## src/rtl/ptr_lsu_pkg.sv

```systemverilog
package ptr_lsu_pkg;

  localparam int REG_IDX_W = 5;
  localparam int DISP_W    = 6;
  localparam int NUM_PTR   = 3;

  typedef enum logic [1:0] {
    PSEL_X = 2'd0,
    PSEL_Y = 2'd1,
    PSEL_Z = 2'd2
  } ptr_sel_e;

  typedef enum logic [1:0] {
    UPD_KEEP = 2'd0,
    UPD_INC  = 2'd1,
    UPD_DEC  = 2'd2,
    UPD_DISP = 2'd3
  } upd_mode_e;

  typedef enum logic [1:0] {
    RGN_REGS = 2'd0,
    RGN_IO   = 2'd1,
    RGN_RAM  = 2'd2
  } region_e;

  typedef struct packed {
    logic                 legal;
    logic                 store;
    ptr_sel_e             sel;
    upd_mode_e            mode;
    logic [REG_IDX_W-1:0] ridx;
    logic [DISP_W-1:0]    disp;
  } dec_t;

endpackage

```

## src/rtl/ptr_lsu_decode.sv

```systemverilog
module ptr_lsu_decode
  import ptr_lsu_pkg::*;
(
  input  logic [15:0] op,
  output dec_t        dec
);

  logic grp_ind;
  logic grp_disp;

  always_comb begin
    grp_ind  = (op[15:10] == 6'b100100);
    grp_disp = (op[15:14] == 2'b10) && !op[12];

    dec       = '0;
    dec.store = op[9];
    dec.ridx  = op[8:4];
    dec.sel   = PSEL_X;
    dec.mode  = UPD_KEEP;

    if (grp_ind) begin
      dec.legal = 1'b1;
      unique case (op[3:0])
        4'b1100: begin dec.sel = PSEL_X; dec.mode = UPD_KEEP; end
        4'b1101: begin dec.sel = PSEL_X; dec.mode = UPD_INC;  end
        4'b1110: begin dec.sel = PSEL_X; dec.mode = UPD_DEC;  end
        4'b1001: begin dec.sel = PSEL_Y; dec.mode = UPD_INC;  end
        4'b1010: begin dec.sel = PSEL_Y; dec.mode = UPD_DEC;  end
        4'b0001: begin dec.sel = PSEL_Z; dec.mode = UPD_INC;  end
        4'b0010: begin dec.sel = PSEL_Z; dec.mode = UPD_DEC;  end
        default: dec.legal = 1'b0;
      endcase
    end else if (grp_disp) begin
      dec.legal = 1'b1;
      dec.mode  = UPD_DISP;
      dec.sel   = op[3] ? PSEL_Y : PSEL_Z;
      dec.disp  = {op[13], op[11:10], op[2:0]};
    end
  end

endmodule

```

## src/rtl/ptr_lsu_agen.sv

```systemverilog
module ptr_lsu_agen
  import ptr_lsu_pkg::*;
#(
  parameter int ADDR_W  = 16,
  parameter int REG_TOP = 32,
  parameter int IO_TOP  = 256,
  parameter int RAM_END = 16'h08FF
) (
  input  logic [ADDR_W-1:0] ptr,
  input  upd_mode_e         mode,
  input  logic [DISP_W-1:0] disp,
  output logic [ADDR_W-1:0] addr,
  output logic [ADDR_W-1:0] next_ptr,
  output logic              wb_en,
  output region_e           region,
  output logic              oob
);

  localparam logic [ADDR_W-1:0] ONE     = ADDR_W'(1);
  localparam logic [ADDR_W-1:0] REG_LIM = ADDR_W'(REG_TOP);
  localparam logic [ADDR_W-1:0] IO_LIM  = ADDR_W'(IO_TOP);
  localparam logic [ADDR_W-1:0] END_LIM = ADDR_W'(RAM_END);

  logic [ADDR_W-1:0] ptr_inc;
  logic [ADDR_W-1:0] ptr_dec;
  logic [ADDR_W-1:0] ptr_off;

  always_comb begin
    ptr_inc = ptr + ONE;
    ptr_dec = ptr - ONE;
    ptr_off = ptr + {{(ADDR_W-DISP_W){1'b0}}, disp};

    unique case (mode)
      UPD_DEC:  addr = ptr_dec;
      UPD_DISP: addr = ptr_off;
      default:  addr = ptr;
    endcase

    next_ptr = (mode == UPD_DEC) ? ptr_dec : ptr_inc;
    wb_en    = (mode == UPD_INC) || (mode == UPD_DEC);

    if (addr < REG_LIM)     region = RGN_REGS;
    else if (addr < IO_LIM) region = RGN_IO;
    else                    region = RGN_RAM;

    oob = (addr > END_LIM);
  end

endmodule

```

## src/rtl/ptr_lsu.sv

```systemverilog
module ptr_lsu
  import ptr_lsu_pkg::*;
#(
  parameter int ADDR_W  = 16,
  parameter int DATA_W  = 8,
  parameter int REG_TOP = 32,
  parameter int IO_TOP  = 256,
  parameter int RAM_END = 16'h08FF
) (
  input  logic                 clk,
  input  logic                 rst,
  input  logic                 op_valid,
  input  logic [15:0]          op_word,
  input  logic [ADDR_W-1:0]    ptr_x,
  input  logic [ADDR_W-1:0]    ptr_y,
  input  logic [ADDR_W-1:0]    ptr_z,
  input  logic [DATA_W-1:0]    st_data,
  input  logic [DATA_W-1:0]    mem_rdata,
  output logic                 busy,
  output logic                 mem_req,
  output logic                 mem_we,
  output logic [ADDR_W-1:0]    mem_addr,
  output logic [DATA_W-1:0]    mem_wdata,
  output logic [1:0]           mem_region,
  output logic                 done,
  output logic                 fault,
  output logic                 ld_we,
  output logic [REG_IDX_W-1:0] ld_reg,
  output logic [DATA_W-1:0]    ld_data,
  output logic                 pw_we,
  output logic [1:0]           pw_sel,
  output logic [ADDR_W-1:0]    pw_value
);

  // pointer bank gathered into an array so selection is an index
  logic [ADDR_W-1:0] ptr_bank [NUM_PTR];
  logic [ADDR_W-1:0] ptr_in   [NUM_PTR];

  assign ptr_in[0] = ptr_x;
  assign ptr_in[1] = ptr_y;
  assign ptr_in[2] = ptr_z;

  for (genvar g = 0; g < NUM_PTR; g++) begin : g_bank
    assign ptr_bank[g] = ptr_in[g];
  end

  dec_t              dec;
  logic [ADDR_W-1:0] sel_ptr;
  logic [ADDR_W-1:0] a_addr;
  logic [ADDR_W-1:0] a_next;
  logic              a_wb;
  region_e           a_region;
  logic              a_oob;
  logic              accept;

  ptr_lsu_decode u_dec (
    .op  (op_word),
    .dec (dec)
  );

  assign sel_ptr = (dec.sel == PSEL_Y) ? ptr_bank[1] :
                   (dec.sel == PSEL_Z) ? ptr_bank[2] : ptr_bank[0];

  ptr_lsu_agen #(
    .ADDR_W  (ADDR_W),
    .REG_TOP (REG_TOP),
    .IO_TOP  (IO_TOP),
    .RAM_END (RAM_END)
  ) u_agen (
    .ptr      (sel_ptr),
    .mode     (dec.mode),
    .disp     (dec.disp),
    .addr     (a_addr),
    .next_ptr (a_next),
    .wb_en    (a_wb),
    .region   (a_region),
    .oob      (a_oob)
  );

  assign accept = op_valid && dec.legal && !busy;

  // state held between the request cycle and the completion cycle
  logic                 hold_oob;
  logic                 hold_store;
  logic                 hold_wb;
  logic [1:0]           hold_sel;
  logic [ADDR_W-1:0]    hold_ptr;
  logic [REG_IDX_W-1:0] hold_reg;

  // request stage
  always_ff @(posedge clk) begin
    if (rst) begin
      busy       <= 1'b0;
      mem_req    <= 1'b0;
      mem_we     <= 1'b0;
      mem_addr   <= '0;
      mem_wdata  <= '0;
      mem_region <= 2'd0;
      hold_oob   <= 1'b0;
      hold_store <= 1'b0;
      hold_wb    <= 1'b0;
      hold_sel   <= 2'd0;
      hold_ptr   <= '0;
      hold_reg   <= '0;
    end else if (accept) begin
      busy       <= 1'b1;
      mem_req    <= !a_oob;
      mem_we     <= dec.store && !a_oob;
      mem_addr   <= a_addr;
      mem_wdata  <= st_data;
      mem_region <= a_region;
      hold_oob   <= a_oob;
      hold_store <= dec.store;
      hold_wb    <= a_wb && !a_oob;
      hold_sel   <= dec.sel;
      hold_ptr   <= a_next;
      hold_reg   <= dec.ridx;
    end else begin
      busy       <= 1'b0;
      mem_req    <= 1'b0;
      mem_we     <= 1'b0;
    end
  end

  // completion stage
  always_ff @(posedge clk) begin
    if (rst) begin
      done     <= 1'b0;
      fault    <= 1'b0;
      ld_we    <= 1'b0;
      ld_reg   <= '0;
      ld_data  <= '0;
      pw_we    <= 1'b0;
      pw_sel   <= 2'd0;
      pw_value <= '0;
    end else begin
      done     <= busy;
      fault    <= busy && hold_oob;
      ld_we    <= busy && !hold_oob && !hold_store;
      pw_we    <= busy && hold_wb;
      if (busy) begin
        ld_reg   <= hold_reg;
        ld_data  <= mem_rdata;
        pw_sel   <= hold_sel;
        pw_value <= hold_ptr;
      end
    end
  end

endmodule

```

## config.mk

```make
export PLATFORM = sky130hd
export DESIGN_NAME = ptr_lsu
export DESIGN_NICKNAME = d
export VERILOG_FILES = /design/src/rtl/ptr_lsu_pkg.sv /design/src/rtl/ptr_lsu_decode.sv /design/src/rtl/ptr_lsu_agen.sv /design/src/rtl/ptr_lsu.sv
export SDC_FILE = /design/constraint.sdc
export NUM_CORES = 1
export LEC_CHECK = 0
export BUFFER_PORTS_ARGS = -buffer_cell sky130_fd_sc_hd__buf_4
export CAP_MARGIN = 20
export CORE_MARGIN = 8
export CORE_UTILIZATION = 40
export DETAILED_ROUTE_END_ITERATION = 10
export GPL_ROUTABILITY_DRIVEN = 1
export GPL_TIMING_DRIVEN = 0
export MAX_ROUTING_LAYER = met4
export SKIP_CTS_REPAIR_TIMING = 1
export SYNTH_ARGS = -nofsm -noshare
export SYNTH_HDL_FRONTEND = slang
export SYNTH_SLANG_ARGS = --single-unit
export TNS_END_PERCENT = 10
```

## constraint.sdc

```tcl
create_clock -name clk -period 6.35 [get_ports clk]
set_input_delay 1.27 -clock clk [delete_from_list [all_inputs] [get_ports clk]]
set_output_delay 1.27 -clock clk [all_outputs]
set_load 0.005 [all_outputs]
```

==> flow_summary.ini <==
[critical_path]
worst_r2r_path_depth = 6
critPathRequiredTime_ns = 6.61
r2r-start = busy
worstSetupEndpoint = hold_wb
setup_crit_start_kind = input port
worst-r2r-setup-slack_ns = 4.14
worstSetupEndpointType = flop
worstPathMaxFanout = 9
worst_r2r_endpoint = hold_ptr[13]
timing.critical_path.arrival_ns = 6.19
worstSetupPathType = input port to flop
startpoint = op_word[13]

[layout]
antenna-diode-count = 0
syn_to_final_growth_pct = 30.93
mostFrequentLayoutCells = buf_4, nand2_1, dfxtp_1
top_regs = hold_ptr x16, mem_addr x16, pw_value x16
area_of_the_multi_input_gates_um2 = 3304
final_common_cell = buf_4
final_layout_size_suffix_gt1_frac = 0.2491
area.sequential_um2 = 1802
design.final.nets = 904
fill_cell_total_of_the_finished_layout = 1281

[sta]
final_max_slew_viols = 0
tightest_slew_ns = 0.8197
finalHoldWorstSlack_ns = 0.4539
fmax_ghz = 0.1686
fin_crit_sh = 0.9341
fin_crit_ns = 5.932
grt_setup_unrepaired = false
max-slew-margin-rel = 0.4379
setup_viol = 0
report.final.hold_viol_count = 0
timing.clock.skew_ns = 0.005159

[detailed_routing]
detailroute.wirelength.met3_um = 1069
wirelength_um = 19360
detail_route.iter0.violations = 315
ant_nets = 0
top_signal_layer_used = met4
detailedRoute.firstPassIterationCount = 5
route.detailed.wl_per_inst_um = 19.53
dr_wl_met2_um = 8708
detail_route.wirelength.met1_um = 9014
avgViaCountPerCell = 5.486
post-route-drc-count = 0
vias = 5437

[floorplanning]
die_height_um = 131.2
starting_utilization_of_the_core_area = 0.4056
total_die_area_um2 = 17210
chipWidth_um = 131.2
num_io_pins = 147
core.rowCount = 42
placeableCoreArea_um2 = 13090

[synthesis]
syn_nets = 747
yosysWarnings = 0
ys_types = 65
synth.avg_cell_area_um2 = 8.128
ys_dominant_reg_cell = dfxtp_1
edff_count_synth = 0
post_synthesis_instance_total = 653
synth_top_cell_by_area = dfxtp_1
synth.top_cells.by_area = dfxtp_1, mux2i_1, nand2_1, nor2_1, a21oi_1
synth.top_cell.area_share = 0.3395
ys_seq_area_frac = 0.3395
ys_seq_elements = 90
syn_area_um2 = 5308
postSynth.asyncResetShare = 0

[placed_design]
place_hpwl_um = 15760
number_of_port_buffers = 146
gp_routability_congestion = 0.9129

[cts]
max-clock-path-buffers = 2
worstSkewPairLatency_ns = 0.35
number_of_clock_sinks = 90
cts_made_buffers = 9
clock_input_transition_at_the_sequential_cells_of_the_worst_setup_and_hold_paths_ns = 0.06
ctsRootBufferMaster = clkbuf_16
cts-htree-levels = 3
cts_tree = yes

[worst_hold_path]
min-delay-path-class = flop to flop
hp-start = hold_oob

[pwr]
power.sequential.fraction = 0.427
total_switching_power_mw = 0.3943
pwr-share-clk = 0.383
fin_total_pwr_mw = 1.362
peak_supply_drop_mv = 0.1162
power.internal_mw = 0.9678
comb_power_share = 0.190
power_density_nw_per_um2 = 196.0
switching_share = 0.2895
leakage_nw = 2.739

[global_route]
grt_max_degree = 18
grt_use_total = 0.2249
grt_antenna_before_repair = 0
grt_remaining_overflow = 0
global_route_wire_length_before_repair_um = 30080
vias_in_the_first_global_route = 5349

[status]
run_status = completed

[run]
maxCapViolCount = 0
cells in the mapped netlist (3+ instances only):
cell / instances
a21oi_1: 48
nor4_1: 7
and2_1: 11
inv_1: 13
o21ai_0: 22
o21a_1: 4
dfxtp_1: 90
nor3_1: 18
or3_1: 3
nand2_1: 90
and3_1: 3
a31oi_1: 7
clkbuf_1: 24
o211ai_1: 4
o211a_1: 4
nand3_1: 9
a211oi_1: 15
nor2_1: 82
xnor2_1: 26
nor2b_1: 4
xor2_1: 4
o221ai_1: 4
ha_1: 10
mux2_2: 13
mux2i_1: 49
buf_2: 5
buf_1: 8
nand4_1: 8
o21bai_1: 3
a311oi_1: 4
or3b_2: 3
o31ai_1: 5
a22oi_1: 5
nor3b_1: 6
metal layers:
layer  up-vias  track usage
li1       2660            -
met4         0      0.08263
met2       195       0.3428
met5         -            -
met3        32      0.04878
met1      2550       0.2866
through the flow:
step | worst slack, ns | setup TNS, ns | instances | area, µm² | util
5_1_grt | 0.06735 | 0 | 991 | 6949 | 0.5311
3_5_place_dp | -0.3782 | -1.894 | 975 | 6624 | 0.5062
6_report | 0.4183 | 0 | 991 | 6949 | 0.5311
2_1_floorplan | 0.8751 | 0 | 653 | 5308 | -
4_1_cts | -0.05206 | -0.1191 | 991 | 6918 | 0.5287
3_3_place_gp | -0.3840 | -2.201 | 975 | 6624 | 0.5062
worst min-delay path by stage:
stage / depth (start not counted) / endpoint
6_report: 1 / ld_we
5_1_grt: 1 / ld_we
3_5_place_dp: 1 / ld_we
4_1_cts: 1 / ld_we
3_3_place_gp: 1 / ld_we
2_1_floorplan: 1 / ld_we
layout make-up:
type	instances	share of cell area
Sequential cell	90	0.2593
Buffer	39	0.02539
Inverter	15	0.008102
Tap cell	176	0.03169
Clock inverter	6	0.007922
Multi-Input combinational cell	509	0.4755
Timing Repair Buffer	146	0.1577
Clock buffer	10	0.03439
kinds of logic after synthesis:
family / Yosys count / share of synthesized area
muxes: 65 / 0.1273
AOI/OAI and AO/OA: 149 / 0.1910
buffers and inverters: 54 / 0.04385
adders and majority gates: 11 / 0.02735
DFF: 90 / 0.3395
xor gates and xnor gates: 30 / 0.04950
and+or+nand+nor: 254 / 0.2216
critical path, stage by stage:
cell and delay, ns:
buf_4 0.11, or3_4 0.40, o41ai_2 0.41, buf_6 0.24, mux2i_4 0.33, inv_2 0.16, ha_1 0.26, fa_1 0.44
a211oi_1 0.28, o21bai_1 0.11, a21oi_2 0.30, o21bai_1 0.29, nor4_1 0.12, a211oi_2 0.25, or3b_2 0.51, nor3_1 0.19
o2111ai_2 0.24, o31ai_1 0.26
power groups by stage:
stage	Combinational, mW	Sequential (mW)	Clock [mW]
final	0.259	0.581	0.522
after global routing	0.279	0.582	0.566
after CTS	0.254	0.581	0.535
after detailed placement	0.253	0.594	0
after global placement	0.251	0.594	0
after floorplan	0.142	0.593	0
(Power assumes the default switching activity.)
